[config.mk]
export PLATFORM = sky130hd
export DESIGN_NAME = irqv_ctrl
export DESIGN_NICKNAME = d
export VERILOG_FILES = /design/src/rtl/irqv_pkg.sv /design/src/rtl/irqv_flags.sv /design/src/rtl/irqv_prio.sv /design/src/rtl/irqv_gate.sv /design/src/rtl/irqv_ctrl.sv
export SDC_FILE = /design/constraint.sdc
export NUM_CORES = 1
export LEC_CHECK = 0
export ABC_AREA = 1
export CELL_PAD_IN_SITES_DETAIL_PLACEMENT = 0
export CELL_PAD_IN_SITES_GLOBAL_PLACEMENT = 2
export CORE_AREA = 2 2 64 66
export CTS_CLUSTER_DIAMETER = 80
export CTS_CLUSTER_SIZE = 12
export DETAILED_ROUTE_END_ITERATION = 10
export DIE_AREA = 0 0 66 68
export DONT_BUFFER_PORTS = 1
export PLACE_DENSITY = 0.84
export SETUP_SLACK_MARGIN = 0.1
export SLEW_MARGIN = 15
export SYNTH_ARGS = -nofsm -noshare
export SYNTH_HDL_FRONTEND = slang
export SYNTH_SLANG_ARGS = --single-unit
[constraint.sdc]
create_clock -name clk -period 1.4 [get_ports clk]
set_clock_uncertainty 0.15 [all_clocks]
set_input_delay 0.14 -clock clk [delete_from_list [all_inputs] [get_ports clk]]
set_output_delay 0.14 -clock clk [all_outputs]
set_load 0.02 [all_outputs]
[src/rtl/irqv_pkg.sv]
// Shared definitions for the vectored interrupt controller.
// Assumes: vector entries are two words apart.
package irqv_pkg;

    // Spacing between consecutive vector entries, in address units.
    localparam int unsigned VEC_STRIDE = 2;

    // Strobes coming from the CPU core and from software writes.
    typedef struct packed {
        logic ack;       // vector taken by the core
        logic reti;      // return-from-interrupt executed
        logic retired;   // one instruction retired
        logic sei;       // set global enable
        logic cli;       // clear global enable
    } cpu_strb_t;

endpackage

[src/rtl/irqv_flags.sv]
// Event flag store with rising-edge detection and level pass-through.
// Event sources latch their flag on a rising edge regardless of masking.
// Level sources never hold a flag; their live input is the pending bit.
// Assumes: src_i is already synchronous to clk.
module irqv_flags #(
    parameter int unsigned NSRC = 6,
    parameter logic [NSRC-1:0] LEVEL_MASK = '0
) (
    input  logic            clk,
    input  logic            rst_n,
    input  logic [NSRC-1:0] src_i,
    input  logic            w1c_en,
    input  logic [NSRC-1:0] w1c_mask,
    input  logic [NSRC-1:0] take_mask,
    output logic [NSRC-1:0] flags_o,
    output logic [NSRC-1:0] pend_o
);

    logic [NSRC-1:0] src_q;
    logic [NSRC-1:0] flag_q;
    logic [NSRC-1:0] rise;
    logic [NSRC-1:0] clr;

    // Rising edges of event-type sources only.
    assign rise = src_i & ~src_q & ~LEVEL_MASK;
    // Everything that may clear a flag this cycle.
    assign clr  = (w1c_en ? w1c_mask : '0) | take_mask;

    // Remember last input value for edge detection.
    always_ff @(posedge clk) begin
        if (!rst_n) src_q <= '0;
        else        src_q <= src_i;
    end

    // Flag update: clears first, then a new edge re-sets.
    always_ff @(posedge clk) begin
        if (!rst_n) flag_q <= '0;
        else        flag_q <= (flag_q & ~clr) | rise;
    end

    assign flags_o = flag_q;
    assign pend_o  = flag_q | (src_i & LEVEL_MASK);

    // a written-one clear empties the flag unless a new edge arrived.
    a_r6_w1c_clears: assert property (@(posedge clk) disable iff (!rst_n)
        w1c_en |=> ((flag_q & $past(w1c_mask & ~rise)) == '0));

    // a flag with no clear source stays set.
    a_r5_flag_holds: assert property (@(posedge clk) disable iff (!rst_n)
        1'b1 |=> ((flag_q & $past(flag_q & ~clr)) == $past(flag_q & ~clr)));

    // a rising edge of an event source always leaves its flag set.
    a_r5_edge_sets: assert property (@(posedge clk) disable iff (!rst_n)
        1'b1 |=> ((flag_q & $past(rise)) == $past(rise)));

endmodule

[src/rtl/irqv_prio.sv]
// Fixed-priority picker: lowest source number (lowest vector index) wins.
// Produces the winner's vector index (source k -> k+1) and a one-hot mask.
// Assumes: index 0 is reserved for reset and never produced.
module irqv_prio #(
    parameter int unsigned NSRC = 6,
    parameter int unsigned IDXW = 3
) (
    input  logic [NSRC-1:0] elig_i,
    output logic            any_o,
    output logic [IDXW-1:0] idx_o,
    output logic [NSRC-1:0] mask_o
);

    // Scan from the top down so the lowest set bit is the final survivor.
    always_comb begin
        idx_o  = '0;
        mask_o = '0;
        for (int i = NSRC - 1; i >= 0; i--) begin
            if (elig_i[i]) begin
                idx_o  = IDXW'(i + 1);
                mask_o = NSRC'(1) << i;
            end
        end
    end

    assign any_o = |elig_i;

    // the winner is eligible and no lower-numbered source is eligible.
    always_comb begin
        if (any_o) begin
            a_r3_lowest_wins: assert ((elig_i & (mask_o - NSRC'(1))) == '0 && (elig_i & mask_o) != '0);
        end
    end

endmodule

[src/rtl/irqv_gate.sv]
// Acceptance gate and request register.
// Owns the global enable, the one-instruction hold after a return, and the
// registered request with its index and vector address.
// Assumes: the core pulses ack once per request and reti once per handler.
module irqv_gate
    import irqv_pkg::*;
#(
    parameter int unsigned IDXW = 3,
    parameter int unsigned ADDRW = 14,
    parameter logic [ADDRW-1:0] BOOT_BASE = '0
) (
    input  logic             clk,
    input  logic             rst_n,
    input  cpu_strb_t        strb,
    input  logic             win_any,
    input  logic [IDXW-1:0]  win_idx,
    input  logic             vec_sel,
    output logic             take_o,
    output logic             gie_o,
    output logic             req_o,
    output logic [IDXW-1:0]  idx_o,
    output logic [ADDRW-1:0] addr_o
);

    logic             gie_q;
    logic             hold_q;
    logic             req_q;
    logic [IDXW-1:0]  idx_q;
    logic [ADDRW-1:0] addr_q;
    logic [ADDRW-1:0] base;
    logic [ADDRW-1:0] vec_addr;

    // Accept only with enable set, no disable this cycle, no hold, no open request.
    assign take_o = gie_q & ~strb.cli & ~hold_q & ~req_q & win_any;

    assign base     = vec_sel ? BOOT_BASE : '0;
    assign vec_addr = base + ADDRW'(win_idx) * ADDRW'(VEC_STRIDE);

    // Global enable: acceptance and disable clear, return and enable set.
    always_ff @(posedge clk) begin
        if (!rst_n)                      gie_q <= 1'b0;
        else if (take_o || strb.cli)     gie_q <= 1'b0;
        else if (strb.reti || strb.sei)  gie_q <= 1'b1;
    end

    // Hold after return until one instruction has retired.
    always_ff @(posedge clk) begin
        if (!rst_n)            hold_q <= 1'b0;
        else if (strb.reti)    hold_q <= 1'b1;
        else if (strb.retired) hold_q <= 1'b0;
    end

    // Request register, held until the core acknowledges.
    always_ff @(posedge clk) begin
        if (!rst_n) begin
            req_q  <= 1'b0;
            idx_q  <= '0;
            addr_q <= '0;
        end else if (take_o) begin
            req_q  <= 1'b1;
            idx_q  <= win_idx;
            addr_q <= vec_addr;
        end else if (strb.ack) begin
            req_q  <= 1'b0;
        end
    end

    assign gie_o  = gie_q;
    assign req_o  = req_q;
    assign idx_o  = idx_q;
    assign addr_o = addr_q;

    // a new request appears only if the global enable was set.
    a_r2_needs_gie: assert property (@(posedge clk) disable iff (!rst_n)
        $rose(req_q) |-> $past(gie_q));

    // accepting a source leaves the global enable cleared.
    a_r4_take_clears_gie: assert property (@(posedge clk) disable iff (!rst_n)
        $rose(req_q) |-> !gie_q);

    // a disable strobe blocks acceptance in its own cycle.
    a_r9_cli_blocks: assert property (@(posedge clk) disable iff (!rst_n)
        (strb.cli && !req_q) |=> !req_q);

    // while the post-return hold is pending, no request is raised.
    a_r8_hold_after_reti: assert property (@(posedge clk) disable iff (!rst_n)
        (hold_q && !req_q) |=> !req_q);

    // an open request holds with stable index and address until ack.
    a_r11_req_held: assert property (@(posedge clk) disable iff (!rst_n)
        (req_q && !strb.ack) |=> (req_q && $stable(idx_q) && $stable(addr_q)));

    // index 0 (reset) is never issued.
    a_r3_no_zero_index: assert property (@(posedge clk) disable iff (!rst_n)
        req_q |-> (idx_q != '0));

endmodule

[src/rtl/irqv_ctrl.sv]
// Top of the prioritized vectored interrupt controller.
// Holds the per-source enable register and wires flags, picker and gate.
// Assumes: all inputs are synchronous to clk; software writes are strobes.
module irqv_ctrl
    import irqv_pkg::*;
#(
    parameter int unsigned NSRC = 6,
    parameter int unsigned ADDRW = 14,
    parameter logic [ADDRW-1:0] BOOT_BASE = 14'h3800,
    parameter logic [NSRC-1:0] LEVEL_MASK = 6'b110000,
    localparam int unsigned IDXW = $clog2(NSRC + 1)
) (
    input  logic             clk,
    input  logic             rst_n,
    input  logic [NSRC-1:0]  src_i,
    input  logic             en_wr,
    input  logic [NSRC-1:0]  en_wdata,
    input  logic             flag_w1c,
    input  logic [NSRC-1:0]  flag_mask,
    input  logic             sei,
    input  logic             cli,
    input  logic             cpu_ack,
    input  logic             cpu_reti,
    input  logic             instr_retired,
    input  logic             vec_sel,
    output logic             irq_req,
    output logic [IDXW-1:0]  irq_index,
    output logic [ADDRW-1:0] irq_addr,
    output logic             gie_o,
    output logic [NSRC-1:0]  flags_o
);

    logic [NSRC-1:0] en_q;
    logic [NSRC-1:0] pend;
    logic [NSRC-1:0] elig;
    logic [NSRC-1:0] win_mask;
    logic [NSRC-1:0] take_mask;
    logic [IDXW-1:0] win_idx;
    logic            win_any;
    logic            take;
    cpu_strb_t       strb;

    assign strb = '{ack: cpu_ack, reti: cpu_reti, retired: instr_retired, sei: sei, cli: cli};

    // Per-source enable register, loaded whole by software.
    always_ff @(posedge clk) begin
        if (!rst_n)     en_q <= '0;
        else if (en_wr) en_q <= en_wdata;
    end

    assign elig      = pend & en_q;
    assign take_mask = take ? win_mask : '0;

    irqv_flags #(.NSRC(NSRC), .LEVEL_MASK(LEVEL_MASK)) u_flags (
        .clk       (clk),
        .rst_n     (rst_n),
        .src_i     (src_i),
        .w1c_en    (flag_w1c),
        .w1c_mask  (flag_mask),
        .take_mask (take_mask),
        .flags_o   (flags_o),
        .pend_o    (pend)
    );

    irqv_prio #(.NSRC(NSRC), .IDXW(IDXW)) u_prio (
        .elig_i (elig),
        .any_o  (win_any),
        .idx_o  (win_idx),
        .mask_o (win_mask)
    );

    irqv_gate #(.IDXW(IDXW), .ADDRW(ADDRW), .BOOT_BASE(BOOT_BASE)) u_gate (
        .clk     (clk),
        .rst_n   (rst_n),
        .strb    (strb),
        .win_any (win_any),
        .win_idx (win_idx),
        .vec_sel (vec_sel),
        .take_o  (take),
        .gie_o   (gie_o),
        .req_o   (irq_req),
        .idx_o   (irq_index),
        .addr_o  (irq_addr)
    );

    // the accepted source's enable bit was set when it was accepted.
    a_r2_enabled_source: assert property (@(posedge clk) disable iff (!rst_n)
        $rose(irq_req) |-> (($past(en_q) >> (irq_index - IDXW'(1))) & NSRC'(1)) != '0);

    // level sources never show a flag.
    a_r7_level_flagless: assert property (@(posedge clk) disable iff (!rst_n)
        (flags_o & LEVEL_MASK) == '0);

endmodule

# ---- Word level (Yosys, flattened, before mapping)
# Index checks and enable logic that the tools add are counted.
dict set report op_classes {
  magnitude_cmp 0
  n_bitwise 16
  div_mod_pow 0
  n_mux 19
  shifts 0
  add_sub_neg 1
  mul 0
  eq_ne 0
  reduce_logical 6
}
# cell count
set op_table {}
lappend op_table {{$mux W6} 8}
lappend op_table {{$mux W3} 6}
lappend op_table {{$add A14 B4 Y14} 1}
lappend op_table {{$mux W14} 1}
lappend op_table {{$and A6 B6 Y6} 2}
lappend op_table {{$or A6 B6 Y6} 2}
lappend op_table {{$not A6 Y6} 1}
lappend op_table {{$or A6 B4 Y6} 1}
lappend op_table {{$reduce_or A6 Y1} 1}
lappend op_table {{$and A1 B1 Y1} 4}
lappend op_table {{$and A4 B4 Y4} 1}
lappend op_table {{$mux W1} 4}
lappend op_table {{$not A1 Y1} 4}
lappend op_table {{$not A4 Y4} 1}
lappend op_table {{$reduce_bool A2 Y1} 2}
lappend op_table {{$logic_or A1 B1 Y1} 2}
lappend op_table {{$reduce_or A2 Y1} 1}
dict set report totals {
  wordCells 50
  ramBits 0
  romBits 0
  latch_bits 0
  output_inout_bits 25
  memories 0
  inputBits 28
  regBits 36
}

# ---- Logic depth before layout (Yosys ltp)
# Gate-level depths: netlist of the first run.
dict set report logic_depth {
  ltp_word 13
  ltp_mapped 9
  mapped_depth_nobuf 9
}

# ---- By module
# Synthesis of the first run repeated with hierarchy kept, for this count alone.
dict set report hier_totals {
  cells_unflattened 192
  hier_area_um2 1296.2
}
# module cells_per_inst area_per_inst_um2 instances seq_area_each_um2
set by_module_without_submodules {}
lappend by_module_without_submodules {irqv_gate 59 441.7 1 140.1}
lappend by_module_without_submodules {irqv_flags 51 406.6 1 200.2}
lappend by_module_without_submodules {irqv_ctrl 61 346.6 1 120.1}
lappend by_module_without_submodules {irqv_prio 21 101.3 1 0.0}

# ---- Least setup slack after synthesis of the first run
# No wires, ideal clock.
dict set report synth_timing {
  path_type {reg-to-reg}
  startpoint {register u_gate.gie_q, in the netlist u_gate.gie_o}
  endpoint {register u_flags.flag_q[1], in the netlist u_flags.flags_o[1]}
  stages_incl_launch_ff 8
  slack_ps 49
  period_less_slack_ps 1351
  arrival_time_ps 1089
  setup_time_ps 112
  n_path_buf 0
  required_ps 1138
  path_cell_list {dfxtp_1 > nand2_1 > nor3_4 > nand2_1 > nand2_2 > nand2_1 > nand2_1 > nand2_1}
}
dict set report synth_via {
  elab_chain_cells 9
}
# element line
set synth_rtl {}
lappend synth_rtl {{start, declared} irqv_gate.sv:25} ;# logic gie_q;
lappend synth_rtl {{start signal, assigned} irqv_gate.sv:41} ;# if (!rst_n) gie_q <= 1'b0;
lappend synth_rtl {{start signal, assigned} irqv_gate.sv:42} ;# else if (take_o || strb.cli) gie_q <= 1'b0;
lappend synth_rtl {{start signal, assigned} irqv_gate.sv:43} ;# else if (strb.reti || strb.sei) gie_q <= 1'b1;
lappend synth_rtl {{$and A1 B1 Y1 (4 in series)} irqv_gate.sv:34} ;# assign take_o = gie_q & ~strb.cli & ~hold_q & ~req_q & win_any;
lappend synth_rtl {{$mux W6} irqv_ctrl.sv:52} ;# assign take_mask = take ? win_mask : '0;
lappend synth_rtl {{$or A6 B6 Y6} irqv_flags.sv:27} ;# assign clr = (w1c_en ? w1c_mask : '0) | take_mask;
lappend synth_rtl {{$not A6 Y6} irqv_flags.sv:38} ;# else flag_q <= (flag_q & ~clr) | rise;
lappend synth_rtl {{$and A6 B6 Y6} irqv_flags.sv:38}
lappend synth_rtl {{$or A6 B4 Y6} irqv_flags.sv:38}
lappend synth_rtl {{end signal, assigned} irqv_flags.sv:38}
lappend synth_rtl {{end, declared} irqv_flags.sv:20} ;# logic [NSRC-1:0] flag_q;
# No other way between the ends.
# A chain may end at the register's enable or synchronous reset.

# ---- Worst setup path after layout of the first run
dict set report layout_timing {
  startpoint {register u_flags.flag_q[1], in the netlist u_flags.flags_o[1]}
  endpoint {register u_gate.gie_q, in the netlist u_gate.gie_o}
}
dict set report layout_via {
  elab_chain_cells 6
}
# element line
set layout_rtl {}
lappend layout_rtl {{$or A6 B6 Y6} irqv_flags.sv:42} ;# assign pend_o = flag_q | (src_i & LEVEL_MASK);
lappend layout_rtl {{$and A6 B6 Y6} irqv_ctrl.sv:51} ;# assign elig = pend & en_q;
lappend layout_rtl {{$reduce_or A6 Y1} irqv_prio.sv:26} ;# assign any_o = |elig_i;
lappend layout_rtl {{$and A1 B1 Y1} irqv_gate.sv:34}
lappend layout_rtl {{$logic_or A1 B1 Y1} irqv_gate.sv:42}
lappend layout_rtl {{$reduce_or A2 Y1 (no source line)} -}
# No other way between the ends.

==> results of run 1 <==
-- metrics by stage --
step	setup slack, ns	instances	utilization [%]	cell area (µm²)	hold WS [ns]
after global routing	0.00982	243	40.1	1550	-0.164
after detailed placement	0.0258	213	30.5	1170	0.0588
final	0.0861	243	40.1	1550	-0.167
after global placement	0.0454	213	30.5	1170	0.0550
after floorplan	0.112	165	-	1120	0.0523
after CTS	0.0484	232	35.7	1380	-0.170
-- layout make-up --
cell class	instances	area share [%]
clock buffers	3	2.67
inverters	19	4.61
multi-input cells	108	35.3
clock inverters	1	0.323
repair buffers	39	22.6
well taps	50	4.04
flip-flops and latches	23	30.5
-- metal layers --
metal  GRT usage (%)  wire length, µm
met2            23.2             1410
met4            4.59               30
met5               0                0
met3            3.29              170
met1            13.3             1160
-- final timing paths --
check / from / end / slack, ns / depth (start not counted)
setup / recovery: u_flags.flags_o[1]$_SDFF_PN0_ / u_gate.gie_o$_SDFFE_PP0P_ / 0.09 / 8
hold reg to reg: u_flags.src_q[0]$_SDFF_PN0_ / u_flags.flags_o[0]$_SDFF_PN0_ / 0.26 / 1
hold / removal: rst_n / u_flags.src_q[1]$_SDFF_PN0_ / -0.17 / 2
setup reg to reg: u_flags.flags_o[1]$_SDFF_PN0_ / u_gate.gie_o$_SDFFE_PP0P_ / 0.09 / 8
-- logic make-up after synthesis --
kind of cell / Yosys count / synth area share (%)
and+or+nand+nor: 76 / 29.7
buffers and inverters: 34 / 16.6
AOI/OAI and AO/OA: 24 / 11.2
DFF: 23 / 42.1
other: 1 / 0.343
-- power breakdown --
part | leakage, nW | switching [mW] | internal (mW)
Sequential | 0.193 | 0.0232 | 0.691
Clock | 0.0255 | 0.217 | 0.199
Combinational | 0.547 | 0.141 | 0.113
Total | 0.766 | 0.381 | 1.00
-- layout by cell type (no fill, tap or decap), drive strengths merged --
cell | synthesis | layout
nand3b | 1 | 1
nor2 | 25 | 25
nand4 | 1 | 1
nor3 | 2 | 2
dfxtp | 23 | 23
o21ai | 12 | 12
nand3 | 4 | 4
o31ai | 1 | 1
inv | 19 | 19
clkinv | 0 | 1
a21oi | 11 | 11
dlygate4sd3 | 0 | 18
conb | 1 | 8
clkbuf | 0 | 3
buf | 15 | 21
or2 | 2 | 2
nand2 | 41 | 41
-- flip-flops by register name, summed over array words and instances, names as in the netlist --
signal / count
u_gate.idx_o: 2
u_gate.gie_o: 1
u_gate.addr_o: 2
u_flags.flags_o: 6
u_flags.src_q: 4
en_q: 6
u_gate.hold_q: 1
u_gate.req_o: 1
-- repair_timing --
item	CTS	global route
pin swaps	0	7
buffers inserted	3	5
setup endpoints to repair	6	11
hold buffers	12	6
hold endpoints to repair	23	18
resized for setup	6	25
==> metrics, run 1 <==
Req. time, crit path=1.45 ns; crit-path max FO=4; Final Hold Fails=18; Hold Path Class=in -> reg; Commonest cells post-synth=40 x nand2_1, 24 x nor2_1, 23 x dfxtp_1, 19 x inv_1, 14 x buf_4; Initial Utilization=28.4%; Clock Pin Slew Worst Setup and Hold Paths=0.08 ns; Final Max Tran Viols=0; Clock Tree Buf Depth=2; Yosys top cell by area=dfxtp_1; Multi-input gate area=547 µm²; final setup violation count=0; WS Path Type=reg -> reg; CTS H-tree lvls=1; mapped cell area=0.00109 mm²; row count=23; share of the synthesized area in the top cell type=42.1%; CP delay by family, top=simple AND/OR/NAND/NOR gates; CTS tree=built; LEAKAGE=0.766 nW; initial antenna violation count=0; DRC viols=0; total iterations of the first detailed-routing run=4; synthesized area per cell=6.92 µm²; final hold slack=-0.167 ns; Max Cap Viol=0; Placer Congestion=0.839; io pins=53; clock latency on the worst-skew pair=0.27 ns; crit-path cells=nand2_2 > nand2_4 > nor2_4 > inv_2 > nand2_4 > nand2_4 > buf_6 > nor3_4; fin nets=222; Post-synth ARST share=0%; Peak VDD IR=0.297 mV; CP Launch Type=register; PortBufs=0; vias in the first global route=1,012; Crit-path slowest cell=dfxtp_1; crit path buf inv count=2; Ys Warns=0; CP endpoint kind=register; Die Area=0.00449 mm²; Filler cells=430; first-pass GRT wire length=4.27 mm; count leader, synth=nand2_1; Die H=68 µm; via count=1,053; Routed WL per cell=11.4 µm; Synth area leaders=dfxtp_1 42%, nand2_1 14%, buf_4 9.6%; Achievable Freq=761 MHz; GR Overflow Total=0; pin count of the biggest net entering global routing=23; Worst Path Arrival=1.36 ns; failing checks=hold timing; sequential element share of the synthesized area=42.1%; share of cells above drive strength 1=28.0%; Ant. Diodes=0; most frequent CP cell=nand2_4; fraction of the cycle the final worst path needs=93.8%; Min Clock Period, post-route=1.31 ns; number of unique standard cell types used by synthesis=18; status=finished, violations left; register area=472 µm²; Clock Root Buffer=clkbuf_8; Max stage delay on crit path=0.33 ns; CTS Buf Count=3; Pwr Density=894 mW/mm²; ANT nets after route=0; Die X=66 µm; Yosys reg bits=23; final setup TNS=0 ns; HPWL Detailed=2.02 mm; RSZ-0062 raised after global routing=true; CORE AREA=0.00386 mm²; Num Clock Sinks=23; DRT iter0 DRCs=16; post-synthesis cell count=158; Post-synth EDFFs=0; final WL=2.77 mm; main flop type after synthesis=dfxtp_1; Avg Vias per Cell=4.33; total chip power=1.38 mW; GRT Util Overall=12.4%; Area growth syn-to-layout=41.5%
Note: power is estimated with default switching activity, not from simulation.
==> run 2: changes to the inputs <==
- RECOVER_POWER: default -> 50
==> run 2 against run 1 <==
Against the previous run: critical endpoint unchanged; routed wire length is 0.72% higher; the flow still finishes with violations (hold timing); global-route usage stayed put; core utilization is 0.45 points lower.
==> metrics, run 2 (same netlist as run 1, synthesis figures left out) <==
Pwr Density=902 mW/mm² (was 894 mW/mm²); HPWL Detailed=2.02 mm (unchanged); RSZ-0062 raised after global routing=true (unchanged); Peak VDD IR=0.295 mV (was 0.297 mV); Avg Vias per Cell=4.29 (was 4.33); first-pass GRT wire length=4.27 mm (unchanged); r2r setup slk=0.08 ns (was 0.09 ns); share of cells above drive strength 1=24.9% (was 28.0%); clock latency on the worst-skew pair=0.27 ns (about the same); DRC viols=0 (unchanged); Hold Path Class=in -> reg (unchanged); ANT nets after route=0 (unchanged); Routed WL per cell=11.5 µm (was 11.4 µm); final setup violation count=0 (unchanged); status=finished, violations left (unchanged); Die H=68 µm (unchanged); CTS H-tree lvls=1 (unchanged); CTS tree=built (unchanged); CORE AREA=0.00386 mm² (unchanged); Max Cap Viol=0 (unchanged); fin nets=222 (unchanged); PortBufs=0 (unchanged); crit-path cells=nand2_4 > nand2_4 > nor2_4 > inv_2 > nand2_4 > nand2_4 > buf_6 > nor3_4 (was nand2_2 > nand2_4 > nor2_4 > inv_2 > nand2_4 > nand2_4 > buf_6 > nor3_4); via count=1,042 (was 1,053); met1 GRT Util=13.3% (unchanged); fraction of the cycle the final worst path needs=94.2% (was 93.8%); Area growth syn-to-layout=39.9% (was 41.5%); Clock Tree Buf Depth=2 (unchanged); Most Crowded Layer GR=met2 (unchanged); Max stage delay on crit path=0.36 ns (was 0.33 ns); Die Area=0.00449 mm² (unchanged); Placed Area=0.00117 mm² (unchanged); io pins=53 (unchanged); row count=23 (unchanged); Initial Utilization=28.4% (unchanged); CP endpoint kind=register (unchanged); most frequent CP cell=nand2_4 (unchanged); Req. time, crit path=1.45 ns (about the same); Filler cells=430 (unchanged); LEAKAGE=0.749 nW (was 0.766 nW); GR Overflow Total=0 (unchanged); commonest non-fill, non-tap cell in the layout=nand2_1 (unchanged); initial antenna violation count=0 (unchanged); met3 global-route usage=3.29% (unchanged); Clock Root Buffer=clkbuf_8 (unchanged); Final Hold Fails=18 (unchanged); Placer Congestion=0.839 (unchanged); final hold slack=-0.169 ns (was -0.167 ns); Clock Pin Slew Worst Setup and Hold Paths=0.08 ns (about the same); Final Max Tran Viols=0 (unchanged); Achievable Freq=758 MHz (was 761 MHz); CTS Buf Count=3 (unchanged); Worst Path Arrival=1.37 ns (was 1.36 ns); Die X=66 µm (unchanged); final setup TNS=0 ns (unchanged); DRT iter0 DRCs=19 (was 16); utilization after layout=39.7% (was 40.1%); crit-path max FO=4 (unchanged); final design area excluding fillers=0.00153 mm² (was 0.00155 mm²); CP Launch Type=register (unchanged); GRT Util Overall=12.4% (unchanged); met2 usage=23.2% (unchanged); crit path buf inv count=2 (unchanged); pin count of the biggest net entering global routing=23 (unchanged); failing checks=hold timing (unchanged); vias in the first global route=1,012 (unchanged); Crit-path slowest cell=dfxtp_4 (was dfxtp_1); WS Path Type=reg -> reg (unchanged); Ant. Diodes=0 (unchanged); final WL=2.79 mm (was 2.77 mm); Min Clock Period, post-route=1.32 ns (was 1.31 ns); commonest cells after routing, fill and taps aside=29 x nand2_1, 23 x nor2_1, 18 x dfxtp_1, 18 x dlygate4sd3_1, 17 x inv_1 (was 29 x nand2_1, 23 x nor2_1, 18 x dlygate4sd3_1, 18 x buf_4, 17 x inv_1); CP delay by family, top=simple AND/OR/NAND/NOR gates (unchanged); total iterations of the first detailed-routing run=4 (unchanged); Num Clock Sinks=23 (unchanged)
[run 2: cell types whose count changed in the layout (fill, tap and decap cells not counted)]
cell	previous run	this run
dfxtp_2	6	4
buf_4	18	14
clkbuf_1	0	4
dfxtp_1	16	18
[run 2: final cells by class]
cell class | instances | area (µm²) | share of cell area, %
timing repair buffer | 39 | 334 | 21.8
inverter | 19 | 71.3 | 4.66
clock inverter | 1 | 5.00 | 0.327
tap | 50 | 62.6 | 4.09
clock buffer | 3 | 41.3 | 2.70
multi-input combinational | 108 | 547 | 35.7
sequential | 23 | 469 | 30.7
[run 2: worst paths after layout]
path	start	end	cells after the start
worst max register to register	en_q[2]$_SDFFE_PN0P_	u_gate.gie_o$_SDFFE_PP0P_	8
worst max-delay path	en_q[2]$_SDFFE_PN0P_	u_gate.gie_o$_SDFFE_PP0P_	8
worst min register to register	u_flags.src_q[0]$_SDFF_PN0_	u_flags.flags_o[0]$_SDFF_PN0_	1
worst min-delay path	rst_n	u_flags.src_q[1]$_SDFF_PN0_	2
[run 2: layer usage]
| metal | wire length (µm) | vias up |
|---|---|---|
| met2 | 1410 | 25 |
| met3 | 165 | 3 |
| met1 | 1190 | 477 |
| met4 | 30 | 0 |
| li1 | - | 537 |
| met5 | 0 | - |
[run 2: power by group]
| group | leakage [nW] | internal (mW) | total (mW) | switching (mW) |
|---|---|---|---|---|
| sequential | 0.192 | 0.690 | 0.713 | 0.0229 |
| clock | 0.0255 | 0.199 | 0.420 | 0.220 |
| combinational | 0.531 | 0.106 | 0.248 | 0.141 |
| total | 0.749 | 0.996 | 1.38 | 0.385 |
[run 2: repair_timing]
item | CTS | global route
hold buffers | 12 | 6
endpoints found under the setup margin | 6 | 11
buffers inserted | 3 | 5
gates resized for setup | 6 | 25
endpoints found under the hold margin | 23 | 18
pin swaps | 0 | 7
cloned | 0 | 0
[run 2: metrics by stage]
step	hold slack [ns]	total power [mW]	cells	setup slack, ns
global route	-0.164	1.45	243	0.0101
CTS	-0.170	1.36	232	0.0484
global placement	0.0550	0.898	213	0.0454
finish	-0.169	1.38	243	0.0806
detailed placement	0.0588	0.903	213	0.0258
floorplan	0.0523	0.883	165	0.112
